==> config.mk <==
export PLATFORM = sky130hd
export DESIGN_NAME = mcfsm_ctrl
export DESIGN_NICKNAME = d
export VERILOG_FILES = /design/src/rtl/mcfsm_pkg.sv /design/src/rtl/mcfsm_dispatch.sv /design/src/rtl/mcfsm_state_reg.sv /design/src/rtl/mcfsm_ctrl_decode.sv /design/src/rtl/mcfsm_ctrl.sv
export SDC_FILE = /design/constraint.sdc
export NUM_CORES = 1
export LEC_CHECK = 0
export ABC_AREA = 1
export BUFFER_PORTS_ARGS = -buffer_cell sky130_fd_sc_hd__buf_2
export CAP_MARGIN = 25
export CORE_MARGIN = 2
export CORE_UTILIZATION = 35
export DETAILED_ROUTE_END_ITERATION = 10
export MAX_ROUTING_LAYER = met4
export PLACE_DENSITY = 0.67
export REMOVE_ABC_BUFFERS = 1
export SLEW_MARGIN = 20
export SYNTH_ARGS = -nofsm -noshare
export SYNTH_HDL_FRONTEND = slang
export SYNTH_HIERARCHICAL = 1
export SYNTH_SLANG_ARGS = --single-unit
==> constraint.sdc <==
create_clock -name clk -period 2 [get_ports clk]
set_clock_uncertainty 0.2 [all_clocks]
set_input_delay 0.1 -clock clk [delete_from_list [all_inputs] [get_ports clk]]
set_output_delay 0.1 -clock clk [all_outputs]
set_load 0.005 [all_outputs]
==> src/rtl/mcfsm_pkg.sv <==
package mcfsm_pkg;

  localparam int STATE_W = 4;
  localparam int OP_W    = 6;

  localparam logic [OP_W-1:0] OPC_RTYPE_D = 6'b000000;
  localparam logic [OP_W-1:0] OPC_LOAD_D  = 6'b100011;
  localparam logic [OP_W-1:0] OPC_STORE_D = 6'b101011;
  localparam logic [OP_W-1:0] OPC_BEQ_D   = 6'b000100;
  localparam logic [OP_W-1:0] OPC_JUMP_D  = 6'b000010;

  typedef enum logic [STATE_W-1:0] {
    S_FETCH  = 4'd0,
    S_DECODE = 4'd1,
    S_MEMADR = 4'd2,
    S_LDRD   = 4'd3,
    S_LDWB   = 4'd4,
    S_STWR   = 4'd5,
    S_EXEC   = 4'd6,
    S_RTWB   = 4'd7,
    S_BRANCH = 4'd8,
    S_JUMP   = 4'd9
  } state_t;

  typedef struct packed {
    logic       pcWrite;
    logic       pcWriteCond;
    logic       iOrD;
    logic       memRead;
    logic       memWrite;
    logic       irWrite;
    logic       memToReg;
    logic [1:0] pcSrc;
    logic [1:0] aluOp;
    logic       aluSrcA;
    logic [1:0] aluSrcB;
    logic       regWrite;
    logic       regDst;
  } ctrlWord_t;

endpackage

==> src/rtl/mcfsm_dispatch.sv <==
module mcfsm_dispatch
  import mcfsm_pkg::*;
#(
  parameter int              OPW       = OP_W,
  parameter logic [OPW-1:0]  OPC_RTYPE = OPC_RTYPE_D,
  parameter logic [OPW-1:0]  OPC_LOAD  = OPC_LOAD_D,
  parameter logic [OPW-1:0]  OPC_STORE = OPC_STORE_D,
  parameter logic [OPW-1:0]  OPC_BEQ   = OPC_BEQ_D,
  parameter logic [OPW-1:0]  OPC_JUMP  = OPC_JUMP_D
) (
  input  state_t         curState,
  input  logic [OPW-1:0] opcode,
  output state_t         nextState
);

  logic isLoad, isStore, isRtype, isBeq, isJump;

  always_comb begin
    isLoad  = (opcode == OPC_LOAD);
    isStore = (opcode == OPC_STORE);
    isRtype = (opcode == OPC_RTYPE);
    isBeq   = (opcode == OPC_BEQ);
    isJump  = (opcode == OPC_JUMP);
  end

  always_comb begin
    nextState = S_FETCH;
    unique case (curState)
      S_FETCH:  nextState = S_DECODE;
      S_DECODE: begin
        if (isLoad || isStore) nextState = S_MEMADR;
        else if (isRtype)      nextState = S_EXEC;
        else if (isBeq)        nextState = S_BRANCH;
        else if (isJump)       nextState = S_JUMP;
        else                   nextState = S_FETCH;
      end
      S_MEMADR: begin
        if (isLoad)       nextState = S_LDRD;
        else if (isStore) nextState = S_STWR;
        else              nextState = S_FETCH;
      end
      S_LDRD:   nextState = S_LDWB;
      S_EXEC:   nextState = S_RTWB;
      default:  nextState = S_FETCH;
    endcase
  end

endmodule

==> src/rtl/mcfsm_state_reg.sv <==
module mcfsm_state_reg
  import mcfsm_pkg::*;
(
  input  logic   clk,
  input  logic   rstN,
  input  state_t nextState,
  output state_t curState
);

  always_ff @(posedge clk or negedge rstN) begin
    if (!rstN) curState <= S_FETCH;
    else       curState <= nextState;
  end

endmodule

==> src/rtl/mcfsm_ctrl_decode.sv <==
module mcfsm_ctrl_decode
  import mcfsm_pkg::*;
(
  input  state_t    curState,
  output ctrlWord_t ctrl
);

  always_comb begin
    ctrl = '0;
    unique case (curState)
      S_FETCH: begin
        ctrl.memRead = 1'b1;
        ctrl.irWrite = 1'b1;
        ctrl.pcWrite = 1'b1;
        ctrl.aluSrcB = 2'b01;
      end
      S_DECODE: ctrl.aluSrcB = 2'b11;
      S_MEMADR: begin
        ctrl.aluSrcA = 1'b1;
        ctrl.aluSrcB = 2'b10;
      end
      S_LDRD: begin
        ctrl.memRead = 1'b1;
        ctrl.iOrD    = 1'b1;
      end
      S_LDWB: begin
        ctrl.regWrite = 1'b1;
        ctrl.memToReg = 1'b1;
      end
      S_STWR: begin
        ctrl.memWrite = 1'b1;
        ctrl.iOrD     = 1'b1;
      end
      S_EXEC: begin
        ctrl.aluSrcA = 1'b1;
        ctrl.aluOp   = 2'b10;
      end
      S_RTWB: begin
        ctrl.regWrite = 1'b1;
        ctrl.regDst   = 1'b1;
      end
      S_BRANCH: begin
        ctrl.aluSrcA     = 1'b1;
        ctrl.aluOp       = 2'b01;
        ctrl.pcWriteCond = 1'b1;
        ctrl.pcSrc       = 2'b01;
      end
      S_JUMP: begin
        ctrl.pcWrite = 1'b1;
        ctrl.pcSrc   = 2'b10;
      end
      default: ctrl = '0;
    endcase
  end

endmodule

==> src/rtl/mcfsm_ctrl.sv <==
module mcfsm_ctrl
  import mcfsm_pkg::*;
#(
  parameter int              OPW       = OP_W,
  parameter logic [OPW-1:0]  OPC_RTYPE = OPC_RTYPE_D,
  parameter logic [OPW-1:0]  OPC_LOAD  = OPC_LOAD_D,
  parameter logic [OPW-1:0]  OPC_STORE = OPC_STORE_D,
  parameter logic [OPW-1:0]  OPC_BEQ   = OPC_BEQ_D,
  parameter logic [OPW-1:0]  OPC_JUMP  = OPC_JUMP_D
) (
  input  logic               clk,
  input  logic               rstN,
  input  logic [OPW-1:0]     opcode,
  output logic [STATE_W-1:0] curState,
  output logic               pcWrite,
  output logic               pcWriteCond,
  output logic               iOrD,
  output logic               memRead,
  output logic               memWrite,
  output logic               irWrite,
  output logic               memToReg,
  output logic [1:0]         pcSrc,
  output logic [1:0]         aluOp,
  output logic               aluSrcA,
  output logic [1:0]         aluSrcB,
  output logic               regWrite,
  output logic               regDst
);

  state_t    stateQ;
  state_t    stateD;
  ctrlWord_t ctrl;

  mcfsm_dispatch #(
    .OPW(OPW), .OPC_RTYPE(OPC_RTYPE), .OPC_LOAD(OPC_LOAD),
    .OPC_STORE(OPC_STORE), .OPC_BEQ(OPC_BEQ), .OPC_JUMP(OPC_JUMP)
  ) dispatch_i (
    .curState (stateQ),
    .opcode   (opcode),
    .nextState(stateD)
  );

  mcfsm_state_reg state_i (
    .clk      (clk),
    .rstN     (rstN),
    .nextState(stateD),
    .curState (stateQ)
  );

  mcfsm_ctrl_decode decode_i (
    .curState(stateQ),
    .ctrl    (ctrl)
  );

  assign curState    = stateQ;
  assign pcWrite     = ctrl.pcWrite;
  assign pcWriteCond = ctrl.pcWriteCond;
  assign iOrD        = ctrl.iOrD;
  assign memRead     = ctrl.memRead;
  assign memWrite    = ctrl.memWrite;
  assign irWrite     = ctrl.irWrite;
  assign memToReg    = ctrl.memToReg;
  assign pcSrc       = ctrl.pcSrc;
  assign aluOp       = ctrl.aluOp;
  assign aluSrcA     = ctrl.aluSrcA;
  assign aluSrcB     = ctrl.aluSrcB;
  assign regWrite    = ctrl.regWrite;
  assign regDst      = ctrl.regDst;

endmodule

# Word level (Yosys, flattened, before mapping)
# Index checks and enable logic that the tools add are counted.
# W data, S select, Z words.
# totals
wordCells	42
out_inout_bits	20
inputBits	8
n_memories	0
ram_bits	0
rom_bits	0
latchBits	0
regBits	4
# classes
bitwise_logic	0
eq_ne	13
n_lt_le_gt_ge	0
shift	0
reduce_logical	8
div_mod_pow	0
add_sub_neg	0
n_mux	20
n_mul	0
# ops
cell	n
$mux W4	5
$pmux W4 S5	1
$eq A4 B3 Y1 const B	4
$eq A6 B6 Y1 const B	2
$mux W1	10
$eq A4 B2 Y1 const B	2
$eq A4 B4 Y1 const B	2
$pmux W2 S2	2
$reduce_or A2 Y1	4
$eq A6 B2 Y1 const B	1
$eq A6 B3 Y1 const B	1
$logic_not A6 Y1	1
$pmux W2 S3	1
$eq A4 B1 Y1 const B	1
$logic_not A4 Y1	1
$mux W3	1
$reduce_or A3 Y1	1
$logic_or A1 B1 Y1	1

# Longest topological paths before layout
# depth
ltp_word	6
mapped_depth	5

# Cells and area by module
# Netlist, hierarchy kept.
# by_module_without_submodules
module	cells_per_inst	area_each_um2	instances
mcfsm_dispatch	41	211.5	1
mcfsm_ctrl_decode	41	166.4	1
mcfsm_state_reg	4	100.1	1

# Worst setup path after synthesis
# OpenSTA, ideal clock, no wires.
# synth_timing
path_type	register to output
start	reg state_i.curState[1]
end	out pcSrc[0]
path_stages_with_launch	5
slack_ps	731
t_arrival_ps	969
n_path_buf	1
cell_sequence	dfrtp_1 nor2_1 nand2_1 inv_1 buf_4
# synth_between
elab_chain_cells	2
# synth_lines
element	line	text
from (decl)	mcfsm_state_reg.sv:7	output state_t curState
from (signal assigned)	mcfsm_state_reg.sv:12	else curState <= nextState;
$eq A4 B4 Y1	mcfsm_ctrl_decode.sv:10	unique case (curState)
$pmux W2 S2 *	mcfsm_ctrl_decode.sv:10	
to (decl)	mcfsm_ctrl.sv:22	output logic [1:0] pcSrc,
# Every way passes the cells marked *; elsewhere a longest branch is shown, timed or not.

# Final worst setup path
# layout_timing
start	reg state_i.curState[1]
end	out aluSrcB[0]
# layout_between
elab_chain_cells	2
# layout_lines
element	line	text
$eq A4 B2 Y1, or another cell as far along	mcfsm_ctrl_decode.sv:10	
$pmux W2 S3 *	mcfsm_ctrl_decode.sv:10	
to (decl)	mcfsm_ctrl.sv:25	output logic [1:0] aluSrcB,
# Marks and branches as above.

==> flow_metrics.py <==
metrics = {
    "run_status": {
        "status": "complete, no violations",
    },
    "setup_path": {
        "cp-startpoint": "state_i/curState[1]",
        "crit_path_max_fanout": 10,
        "end_kind": "output port",
        "worstPathRequired_ns": 1.70,
        "timing.rr.start": "state_i/curState[1]",
        "worstSetupStartpointType": "flip-flop",
        "worst-setup-path-type": "reg2out",
        "critical_path_arrival_ns": 1.25,
    },
    "synth": {
        "synth_area_leader_cell": "dfrtp_1",
        "synth.area.top_cells": "dfrtp_1, nand2_1, inv_1, nor2_1, nor2_2",
        "synth_flop_cell": "dfrtp_1",
        "synth_area_sq_um": 478,
        "ys_seq_elements": 4,
        "yosysWarnings": 6,
        "muxShareOfSynthArea_pct": 0,
        "synthAdderAreaFrac_pct": 0,
        "synth_xor_area_share_pct": 0,
        "synth.most_common_cell": "nand2_1",
        "synth-compound-area-share_pct": 1.57,
        "synth_commonest_cells": "nand2_1, inv_1, nor2_1, nand3_1, nor2_2",
        "synth_top_area_share_pct": 20.9,
        "synth.distinct_cells": 14,
        "synth-simple-area-share_pct": 61.0,
        "synth_top_family_by_area": "simple AND/OR/NAND/NOR gates",
        "syn_inst": 86,
        "syn_avg_cell_area_sq_um": 5.56,
        "async_reset_ff_share_pct": 100,
        "synth_seq_area_share_pct": 20.9,
        "synth-edff-count": 0,
    },
    "final_layout": {
        "final_cells": 130,
        "seqCellArea_sq_um": 100,
        "fin_nets": 125,
        "n_fill_cell": 137,
        "final_layout_size_suffix_gt1_share_pct": 35.7,
        "multi_input_area_sq_um": 299,
        "area_delta_synth_final_pct": 35.9,
        "reg.largest.list": "state_i/curState (4)",
        "largest_reg_flops": 4,
        "antenna_cells": 0,
        "top_register": "state_i/curState",
        "design_area_sq_um": 649,
    },
    "die": {
        "die_w_um": 41.0,
        "rows": 13,
        "die_height_um": 41.0,
        "core_area_sq_mm": 0.00128,
        "die_area_sq_mm": 0.00168,
        "floorplan.initialDensity_pct": 37.2,
        "pin_count": 28,
    },
    "clock_network": {
        "insertion_delay_ns": 0.23,
        "ctsLongestPathBuffers": 2,
        "cts_htree_levels": 1,
        "clock-root-buffer": "clkbuf_4",
        "cts_tree": "done",
        "cts.sinks": 4,
        "postCtsSetupBuffers": 0,
        "clk_transition_reported_paths_ns": 0.04,
        "numCtsBuffers": 3,
    },
    "power": {
        "internal_power_mw": 0.276,
        "p_total_mw": 0.487,
        "seqPwrFrac_pct": 25.6,
        "p_leak_nw": 0.421,
        "clock_power_share_pct": 19.9,
        "swShare_pct": 43.3,
        "combPwrFrac_pct": 54.6,
        "pwr_density_cell_mw_per_mm2": 750,
        "peakVddDrop_mv": 0.504,
        "p_switching_mw": 0.211,
    },
    "timing": {
        "slew_viol_final": 0,
        "finalCritPeriodShare_pct": 77.7,
        "period_minus_slack_ns": 1.55,
        "max_slew_margin_pct": 78.5,
        "rsz0062_at_grt": "no",
        "setup_viol": 0,
        "worst_pin_slew_ns": 0.323,
        "setup_tns_ns": 0,
        "fmax_ghz": 0.643,
        "finalHoldViolations": 0,
    },
    "route": {
        "wl_per_cell_um": 8.32,
        "top_layer": "met3",
        "via_per_inst": 4.64,
        "wl_met2_um": 534,
        "drt-met1-wl_um": 475,
        "ant_nets": 0,
        "num_vias": 603,
        "detail_route.first_pass.iterations": 4,
        "wl_um": 1080,
        "drt_iter0_drc": 15,
        "drc_errors": 0,
        "wl_met3_um": 70,
    },
    "global_route": {
        "grt_pass1_vias": 447,
        "antenna_found_initial": 0,
        "grt_max_degree": 11,
        "grt_usage_pct": 15.2,
        "grt_first_pass_wirelength_um": 1660,
        "grt.overflow.total": 0,
    },
    "placed_design": {
        "io_buffer_count": 27,
        "dp.final_hpwl_um": 917,
        "placed_area_sq_um": 617,
        "dp.cells": 126,
        "place.gp.congestion": 0.773,
    },
    "hold_path": {
        "hold_path_class": "in2async",
    },
    "run": {
        "cap_viol_max_count": 0,
    },
}
[cells by family after synthesis]
kind of cell | Yosys count
simple gates | 62
buf+inv | 19
flops | 4
compound gates | 1
[final cells by class]
cell class,instances,area share (%)
well taps,15,2.89
multi-input cells,63,46.1
flip-flops and latches,4,15.4
repair buffers,28,22.4
clock buffers,3,3.47
inverters,17,9.83
[power groups by stage]
| stage | clock, mW | combinational, mW | sequential [mW] |
|---|---|---|---|
| after floorplan | 0 | 0.164 | 0.122 |
| after global placement | 0 | 0.266 | 0.122 |
| after detailed placement | 0 | 0.266 | 0.126 |
| after CTS | 0.102 | 0.269 | 0.125 |
| after global routing | 0.109 | 0.313 | 0.129 |
| final | 0.0968 | 0.266 | 0.124 |
[cells in the final DEF (no fill, tap or decap), types with 3 or more instances in the layout]
| master | synthesis | final |
|---|---|---|
| nand2_2 | 3 | 3 |
| clkbuf_4 | 0 | 3 |
| inv_1 | 15 | 15 |
| nor2_1 | 12 | 12 |
| nand3_1 | 6 | 6 |
| nand3b_1 | 3 | 3 |
| nor2_2 | 5 | 5 |
| nand2_1 | 26 | 26 |
| buf_2 | 0 | 27 |
| dfrtp_1 | 4 | 4 |
| nand4_1 | 4 | 4 |
[critical path, stage by stage, from the launching register on]
cell     delay [ns]
dfrtp_1        0.48
nor2_1         0.25
nand2_2        0.11
nand2_1        0.08
buf_2          0.10
[path summary, 6_finish.rpt]
check                                           end  slack [ns]  cells after the start
min in group clk                state_i/curState[2]        0.01                      4
max in group asynchronous       state_i/curState[3]        1.48                      2
worst max register to register  state_i/curState[0]        0.71                      5
worst max-delay path                     aluSrcB[0]        0.45                      4
worst min register to register  state_i/curState[1]        0.51                      2
worst min-delay path            state_i/curState[0]       0.003                      2
[per-stage QoR]
| stage | util [%] | hold slack, ns | worst slack, ns |
|---|---|---|---|
| 2_1_floorplan | - | -0.396 | 0.818 |
| 3_3_place_gp | 48.0 | -0.291 | 0.716 |
| 3_5_place_dp | 48.0 | -0.292 | 0.692 |
| 4_1_cts | 50.5 | 0.000530 | 0.432 |
| 5_1_grt | 50.5 | 0.0199 | 0.303 |
| 6_report | 50.5 | 0.00270 | 0.445 |
[layer usage]
layer | GRT usage (%) | vias to the layer above
li1 | - | 322
met5 | - | -
met2 | 25.4 | 20
met1 | 17.9 | 261
met3 | 4.89 | 0
met4 | 2.50 | 0
[what timing repair did]
| item | in CTS | in global routing |
|---|---|---|
| resized for setup | 0 | 0 |
| hold buffers | 1 | 0 |
| endpoints found under the hold margin | 4 | 0 |
(Power assumes the default switching activity.)
